--- src/rtl/asid_tlb.sv ---
module asid_tlb #(
  parameter int ENTRIES   = 8,
  parameter int NUM_ASIDS = 128,
  parameter int PFN_W     = 20,
  localparam int ASID_W   = $clog2(NUM_ASIDS)
) (
  input  logic              clk,
  input  logic              rst_n,
  input  logic              lk_valid,
  output logic              lk_ready,
  input  logic [ASID_W-1:0] lk_asid,
  input  logic [31:0]       lk_va,
  output logic              rsp_valid,
  output logic              rsp_hit,
  output logic [PFN_W-1:0]  rsp_pfn,
  output logic [2:0]        rsp_perm,
  output logic              walk_busy,
  input  logic              fill_valid,
  input  logic [ASID_W-1:0] fill_asid,
  input  logic [19:0]       fill_vpn,
  input  logic [PFN_W-1:0]  fill_pfn,
  input  logic [2:0]        fill_perm,
  input  logic              flush_we,
  input  logic [31:0]       flush_cmd,
  input  logic              cfg_we,
  input  logic [31:0]       cfg_wdata
);
  localparam int IDX_W = (ENTRIES > 1) ? $clog2(ENTRIES) : 1;
  localparam int CNT_W = $clog2(ENTRIES + 1);
  localparam int FL_LO = (NUM_ASIDS == 4) ? 29 : 24;

  logic [ENTRIES-1:0] vld;
  logic [ASID_W-1:0]  e_asid [ENTRIES];
  logic [19:0]        e_vpn  [ENTRIES];
  logic [PFN_W-1:0]   e_pfn  [ENTRIES];
  logic [2:0]         e_perm [ENTRIES];

  logic [CNT_W-1:0] active;
  logic             hum;
  logic [IDX_W-1:0] rr;
  logic             fl_pend;
  logic [31:0]      fl_cmd;

  logic [ENTRIES-1:0] live, hitv, dupv, freev, kill;

  genvar g;
  generate
    for (g = 0; g < ENTRIES; g++) begin : g_line
      logic in_range, asid_ok, scope_ok;
      assign in_range = CNT_W'(g) < active;
      assign live[g]  = vld[g] && in_range;
      assign freev[g] = !vld[g] && in_range;
      assign hitv[g]  = live[g] && e_asid[g] == lk_asid && e_vpn[g] == lk_va[31:12];
      assign dupv[g]  = live[g] && e_asid[g] == fill_asid && e_vpn[g] == fill_vpn;
      assign asid_ok  = !fl_cmd[31] || e_asid[g] == fl_cmd[FL_LO +: ASID_W];
      assign scope_ok = (fl_cmd[1:0] == 2'd0) ||
                        (fl_cmd[1:0] == 2'd2 && e_vpn[g][19:10] == fl_cmd[19:10]) ||
                        (fl_cmd[1:0] == 2'd3 && e_vpn[g][19:2]  == fl_cmd[19:2]);
      assign kill[g]  = fl_pend && asid_ok && scope_ok;
    end
  endgenerate

  logic             any_hit, acc, do_fill, use_rr;
  logic [IDX_W-1:0] hit_idx, dup_idx, free_idx, victim;
  logic [CNT_W:0]   rr_inc;

  assign any_hit  = |hitv;
  assign lk_ready = !walk_busy || hum;
  assign acc      = lk_valid && lk_ready;
  assign do_fill  = fill_valid && active != '0;
  assign use_rr   = !(|dupv) && !(|freev);

  always_comb begin
    hit_idx  = '0;
    dup_idx  = '0;
    free_idx = '0;
    for (int i = ENTRIES - 1; i >= 0; i--) begin
      if (hitv[i])  hit_idx  = IDX_W'(i);
      if (dupv[i])  dup_idx  = IDX_W'(i);
      if (freev[i]) free_idx = IDX_W'(i);
    end
    if (|dupv)                     victim = dup_idx;
    else if (|freev)               victim = free_idx;
    else if (CNT_W'(rr) < active)  victim = rr;
    else                           victim = '0;
    rr_inc = (CNT_W+1)'(victim) + 1'b1;
  end

  always_ff @(posedge clk) begin
    if (!rst_n) begin
      vld       <= '0;
      active    <= CNT_W'(ENTRIES);
      hum       <= 1'b0;
      rr        <= '0;
      fl_pend   <= 1'b0;
      fl_cmd    <= '0;
      walk_busy <= 1'b0;
      rsp_valid <= 1'b0;
      rsp_hit   <= 1'b0;
      rsp_pfn   <= '0;
      rsp_perm  <= '0;
    end else begin
      fl_pend <= flush_we;
      if (flush_we) fl_cmd <= flush_cmd;
      if (cfg_we) begin
        hum    <= cfg_wdata[29];
        active <= (cfg_wdata[CNT_W-1:0] > CNT_W'(ENTRIES)) ? CNT_W'(ENTRIES)
                                                            : cfg_wdata[CNT_W-1:0];
      end
      vld <= vld & ~kill;
      if (do_fill) begin
        vld[victim]    <= 1'b1;
        e_asid[victim] <= fill_asid;
        e_vpn[victim]  <= fill_vpn;
        e_pfn[victim]  <= fill_pfn;
        e_perm[victim] <= fill_perm;
        if (use_rr)
          rr <= (rr_inc >= (CNT_W+1)'(active)) ? '0 : IDX_W'(rr_inc);
      end
      walk_busy <= walk_busy ? !fill_valid : (acc && !any_hit);
      rsp_valid <= acc;
      rsp_hit   <= acc && any_hit;
      rsp_pfn   <= (acc && any_hit) ? e_pfn[hit_idx]  : '0;
      rsp_perm  <= (acc && any_hit) ? e_perm[hit_idx] : '0;
    end
  end
endmodule

--- config.mk ---
export PLATFORM = sky130hd
export DESIGN_NAME = asid_tlb
export DESIGN_NICKNAME = d
export VERILOG_FILES = /design/src/rtl/asid_tlb.sv
export SDC_FILE = /design/constraint.sdc
export NUM_CORES = 1
export LEC_CHECK = 0
export BUFFER_PORTS_ARGS = -buffer_cell sky130_fd_sc_hd__buf_4
export CAP_MARGIN = 20
export CORE_MARGIN = 5
export CORE_UTILIZATION = 45
export DETAILED_ROUTE_END_ITERATION = 12
export SETUP_SLACK_MARGIN = 0.05
export SLEW_MARGIN = 10
export SYNTH_ARGS = -nofsm -noshare
export SYNTH_HDL_FRONTEND = slang
export SYNTH_SLANG_ARGS = --single-unit
export TNS_END_PERCENT = 100
--- constraint.sdc ---
create_clock -name clk -period 8.15 [get_ports clk]
set_input_delay 1.63 -clock clk [delete_from_list [all_inputs] [get_ports clk]]
set_output_delay 1.63 -clock clk [all_outputs]
set_load 0.01 [all_outputs]
==> Word-level counts from Yosys, hierarchy flattened <==
Memory sizes are Yosys's and may differ from the RTL's. A register that Yosys moved wholly into a read port is not among the register bits.
Cells that the tools add are included.
{ "classes": {"n_lt_le_gt_ge": 13, "addsub": 1, "n_bitwise": 3, "muxes": 36, "n_eq_ne": 58, "reduce_logical": 134} }
{ "ops": {"columns": ["op", "count"], "rows": [
  ["equality test 20 bit", 16],
  ["equality test 7 bit", 24],
  ["equality test 18 bit", 8],
  ["logical AND 1 bit", 86],
  ["2-to-1 mux 3 bit", 28],
  ["equality test 10 bit", 8],
  ["logical OR 1 bit", 25],
  ["OR reduction 8 bit", 3],
  ["zero test 1 bit", 16],
  ["< comparator 3 x 4 -> 1 bit, first input constant", 4],
  ["AND 8 bit", 1],
  ["< comparator 1 x 4 -> 1 bit, first input constant", 2],
  ["< comparator 2 x 4 -> 1 bit, first input constant", 2],
  ["2-to-1 mux 8 bit", 1],
  ["NOT 8 bit", 1],
  ["bitwise OR 8 bit", 1],
  ["2-to-1 mux 1 bit", 5],
  ["adder 3 x 1 -> 4 bit, second input constant", 1],
  ["equality test 2 bit, second input constant", 2],
  ["greater-or-equal comparator 4 bit", 1],
  ["> comparator 4 bit, second input constant", 1],
  ["< comparator 3 x 4 -> 1 bit", 1],
  ["< comparator 3 x 4 -> 1 bit, second input constant", 1],
  ["2-to-1 mux 4 bit", 1],
  ["5 further kinds", 6]
]} }
{ "totals": {"elab_cells": 258, "ram_bits": 400, "register_bits": 52, "output_inout_bits": 27, "inputBits": 159, "memories": 4} }
{ "memory_table": {"columns": ["memory", "depth", "width", "rd", "rd_ports_with_merged_regs", "wr", "line", "text"], "rows": [
  ["e_pfn", 8, 20, 1, 1, 1, "35", "logic [PFN_W-1:0] e_pfn [ENTRIES];"],
  ["e_vpn", 8, 20, 8, 0, 1, "34", "logic [19:0] e_vpn [ENTRIES];"],
  ["e_asid", 8, 7, 8, 0, 1, "33", "logic [ASID_W-1:0] e_asid [ENTRIES];"],
  ["e_perm", 8, 3, 1, 1, 1, "36", "logic [2:0] e_perm [ENTRIES];"]
]} }

==> Logic depth before layout (Yosys ltp) <==
{ "logic_depth": {"depth_word": 19, "mapped_depth": 16, "depth_no_buf": 16} }

==> Worst setup path after synthesis <==
No wires, ideal clock.
{ "synth_timing": {"path_type": "input -> register", "start": "in fill_vpn[17]", "end": "mem e_asid[1][0] (netlist name), enable pin", "arrival_time_ns": 7.435, "slack_ns": 0.182, "stages": 9, "t_required_ns": 7.617, "path_buffers": 1, "setup_ns": 0.533, "cell_sequence": "clkbuf_1 xnor2_1 nand4_1 nor3_1 or4b_2 o211ai_1 a21oi_1 a211oi_2 nor3b_1"} }
{ "synth_between": {"elab_chain_cells": 11, "word_cells_on_any_way": 26, "classes_between": "eq/ne: 8; mux: 9; reduce/logical: 9"} }
{ "synth_rtl": {"columns": ["element", "line", "text"], "rows": [
  ["start, declared", "20", "input logic [19:0] fill_vpn,"],
  ["equality test 20 bit", "54", "assign dupv[g] = live[g] && e_asid[g] == fill_asid && e_vpn[g] == fill_vpn;"],
  ["logical AND 1 bit", "54", null],
  ["2-to-1 mux 3 bit (8 in a row)", "79", "if (dupv[i]) dup_idx = IDX_W'(i);"],
  ["2-to-1 mux 3 bit *", "82", "if (|dupv) victim = dup_idx;"],
  ["end, declared", "33", null]
]} }
Mark *: on every way between the ends. The rest lies on a longest branch, timed or not.

==> Worst setup path after layout <==
{ "layout_timing": {"start": "in fill_vpn[19]", "end": "mem e_pfn[7][12], enable pin"} }
{ "layout_between": {"elab_chain_cells": 11, "word_cells_on_any_way": 26, "classes_between": "eq/ne: 8; mux: 9; reduce/logical: 9"} }
{ "layout_rtl": {"columns": ["element", "line"], "rows": [
  ["equality test 20 bit", "54"],
  ["logical AND 1 bit", "54"],
  ["2-to-1 mux 3 bit (8 in a row)", "79"],
  ["2-to-1 mux 3 bit *", "82"],
  ["end, declared", "35"]
]} }
Marks and branches as above.

==> flow_summary_export.csv <==
group,metric,value,unit
detailed_routing,ant_nets,0,
synth,synth_area_per_cell,12.6,um2
timing,report.final.hold_viol_count,0,
worst_setup_path,slowest_delay,0.67,ns
finish,drive_gt1_share,14.8,%
timing,setup_viol,0,
global_routing,grt_usage,30.3,%
finish,layout_commonest_cell,"edfxtp_1",
clock_tree,cts_buffer_depth,3,
detailed_routing,drc_errors,0,
floorplan,fp.dieH,244,um
floorplan,fp.dieW,244,um
clock_tree,clk_pin_slew_worst_paths,0.06,ns
worst_setup_path,critPathLaunchType,"input port",
floorplan,core,53900,um2
clock_tree,clock-sinks,471,
timing,tns,0,ns
clock_tree,cts_buffers,53,
synth,synth_flop_cell,"edfxtp_1",
timing,min_period_over_period,70.2,%
worst_setup_path,crit_family,"simple AND/OR/NAND/NOR gates",
global_routing,first_global_vias,17000,
finish,register_area,13400,um2
global_routing,antenna_found_initial,2,
synth,synth_cells,1956,
timing,finalMaxSlewViolations,0,
timing,fin_hold_ws,0.500,ns
clock_tree,cts-root-buf,"clkbuf_16",
detailed_routing,routedWlPerCell,32.9,um
run_status,status,"finished, final reports clean",
synth,yosys_warnings,0,
worst_setup_path,crit_type,"in2reg",
detailed_routing,drt_first_pass_iters,6,
global_routing,grt_max_degree,52,
detailed_routing,viasPerCell,6.10,
floorplan,start_util,45.6,%
clock_tree,cts_tree,"built",
finish,fill_cells,4688,
detailed_routing,drt-initial-drc-count,1807,
synth,synth_area,24600,um2
clock_tree,postCtsHoldBufs,0,
synth,synthXorXnorAreaFrac,22.6,%
timing,rsz0062_at_grt,"false",
synth,synth_top_family_by_area,"XOR/XNOR gates",
synth,synthSimpleGateAreaFrac,11.1,%
placement,port_buffers,142,
finish,multiInputGateArea,10700,um2
finish,final_cell_mix,"edfxtp_1 (400), xor2_1 (331), xnor2_1 (303)",
run,maxCapViolCount,0,
pwr,p_leak,9.73,nW
hold_path,holdCritPathClass,"reg2reg",
finish,area_growth_syn_to_layout,14.2,%
pwr,ir_drop,0.186,mV
clock_tree,cts_resized,0,
timing,slew_headroom,20.9,%
detailed_routing,routed-via-count,17100,
synth,synth_compound_area_share,5.80,%
worst_setup_path,crit_chain,"buf_4, xor2_1, nor4_1, nand2_1, or4b_2, o211ai_1, a21oi_1, a211oi_2, nand2_1, nor2_4, buf_4",
global_routing,grt_pass1_wl,128000,um
synth,yosys_register_bits,471,
timing,fmaxAchievable,175,MHz
synth,synth_fa_ha_area_share,0.357,%
synth,async_flop_share,0,%
clock_tree,cts_setup_buffers,0,
worst_setup_path,cp_max_fo,33,
worst_setup_path,critPathBufInv,2,
placement,place_congestion,0.997,
synth,synth.area.mux_share,3.06,%
worst_setup_path,worstPathArrival,5.96,ns
global_routing,globalRouteOverflowTotal,0,
worst_setup_path,end_kind,"flip-flop",
timing,finalClockSkew,0.0196,ns
floorplan,row_count,85,
worst_setup_path,crit_required,8.39,ns
detailed_routing,wl,92100,um
placement,dpl.hpwl,59100,um
clock_tree,htreeDepth,2,
timing,tightestPinTransition,1.18,ns
pwr,p_per_area,202,nW/um2
floorplan,io_pins,186,
synth,synth_edf_count,400,
synth,synth.distinct_cells,67,
synth,ys_seq_area_share,54.7,%
finish,n_antenna_cell,0,
finish,final_nets,2227,
clock_tree,clkLatencyLatePin,0.62,ns
synth,syn-num-nets,2122,
timing,layout_min_cycle_time,5.72,ns
floorplan,die_area,59400,um2
worst_setup_path,crit_slowest_cell,"or4b_2",
sequential cells by signal, summed over array words and instances (netlist names), 4 cells and up:
signal,count
e_perm,24
rsp_pfn,20
e_vpn,160
vld,8
active,4
fl_cmd,28
e_asid,56
e_pfn,160
stage by stage:
step	cell area (um2)	util, %	cells	power (mW)	worst slack [ns]
final	28100	52.0	2802	5.67	2.43
after global routing	28100	52.0	2802	5.84	2.33
after CTS	28100	52.0	2802	5.70	2.50
after detailed placement	26300	48.8	2702	3.30	1.87
after global placement	26300	48.7	2701	3.30	1.96
after floorplan	24600	-	1956	3.04	0.182
final cells by class:
type	instances	share of cell area, %
flip-flops and latches	471	47.9
multi-input cells	1353	38.0
clock buffers	78	5.60
repair buffers	173	4.63
well taps	696	3.10
clock inverters	22	0.691
inverters	9	0.120
worst register-to-register path: stages (launching register included):
cell and delay (ns):
dfxtp_1 0.46, or3_1 0.51, o21ai_0 0.87, or3_1 0.26, nor3_1 0.14, a211oi_2 0.75
nand2_1 0.42, nor2_4 0.59, buf_4 0.57
path summary, 6_finish.rpt:
path | startpoint | slack (ns) | cells past startpoint | endpoint
setup / recovery | fill_vpn[19] | 2.43 | 11 | e_pfn[7][12]
hold / removal | rr[1] | 0.50 | 2 | rr[1]
hold reg to reg | rr[1] | 0.50 | 2 | rr[1]
setup reg to reg | active[3] | 3.15 | 8 | e_pfn[7][12]
routing by layer:
layer | global-route usage [%] | vias to the layer above | wire [um]
met5 | 0 | - | 40
met3 | 5.52 | 255 | 6850
met4 | 14.5 | 4 | 5380
met2 | 50.8 | 854 | 44200
li1 | - | 7431 | -
met1 | 38.1 | 8554 | 35700
power by group:
part	total (mW)	internal (mW)	switching (mW)	leakage, nW
Clock	2.41	1.40	1.01	0.869
Combinational	0.528	0.187	0.341	4.67
Sequential	2.73	2.66	0.0745	4.19
cell families (layout without fill, tap and decap cells):
group                    after synthesis  after routing
flip-flops                           471            471
adder cells (fa/ha/maj)                7              7
XOR/XNOR                             634            634
AND/OR/NAND/NOR                      466            466
buffers and inverters                132            282
multiplexers                          75             75
AO/OA/AOI/OAI                        171            171
cell usage after synthesis, types with 4 or more instances:
| master | n | area share (%) |
|---|---|---|
| a21o_1 | 5 | 0.15 |
| a21oi_1 | 5 | 0.10 |
| a221o_1 | 22 | 0.90 |
| a221oi_2 | 19 | 1.2 |
| a31o_2 | 6 | 0.21 |
| a31oi_1 | 23 | 0.59 |
| and2_1 | 8 | 0.20 |
| and3_1 | 4 | 0.10 |
| buf_1 | 4 | 0.061 |
| buf_2 | 33 | 0.67 |
| clkbuf_1 | 80 | 1.2 |
| dfxtp_1 | 71 | 5.8 |
| edfxtp_1 | 400 | 49 |
| ha_1 | 7 | 0.36 |
| inv_1 | 9 | 0.14 |
| mux2i_1 | 74 | 3.0 |
| nand2_1 | 66 | 1.0 |
| nand2b_1 | 9 | 0.23 |
| nand3_1 | 27 | 0.55 |
| nand3b_1 | 24 | 0.73 |
| nand4_1 | 110 | 2.8 |
| nand4b_1 | 5 | 0.18 |
| nor2_1 | 29 | 0.44 |
| nor2b_1 | 34 | 0.87 |
| nor3_1 | 20 | 0.41 |
| nor3b_1 | 6 | 0.18 |
| nor4_1 | 89 | 2.3 |
| nor4b_1 | 4 | 0.14 |
| o211ai_1 | 4 | 0.12 |
| o21ai_0 | 11 | 0.22 |
| o21ai_1 | 23 | 0.47 |
| o21bai_1 | 4 | 0.12 |
| o41ai_1 | 25 | 0.89 |
| or2_2 | 5 | 0.13 |
| or3_1 | 6 | 0.15 |
| or4_1 | 7 | 0.21 |
| xnor2_1 | 303 | 11 |
| xor2_1 | 331 | 12 |
Power figures use the tool's default switching activity.
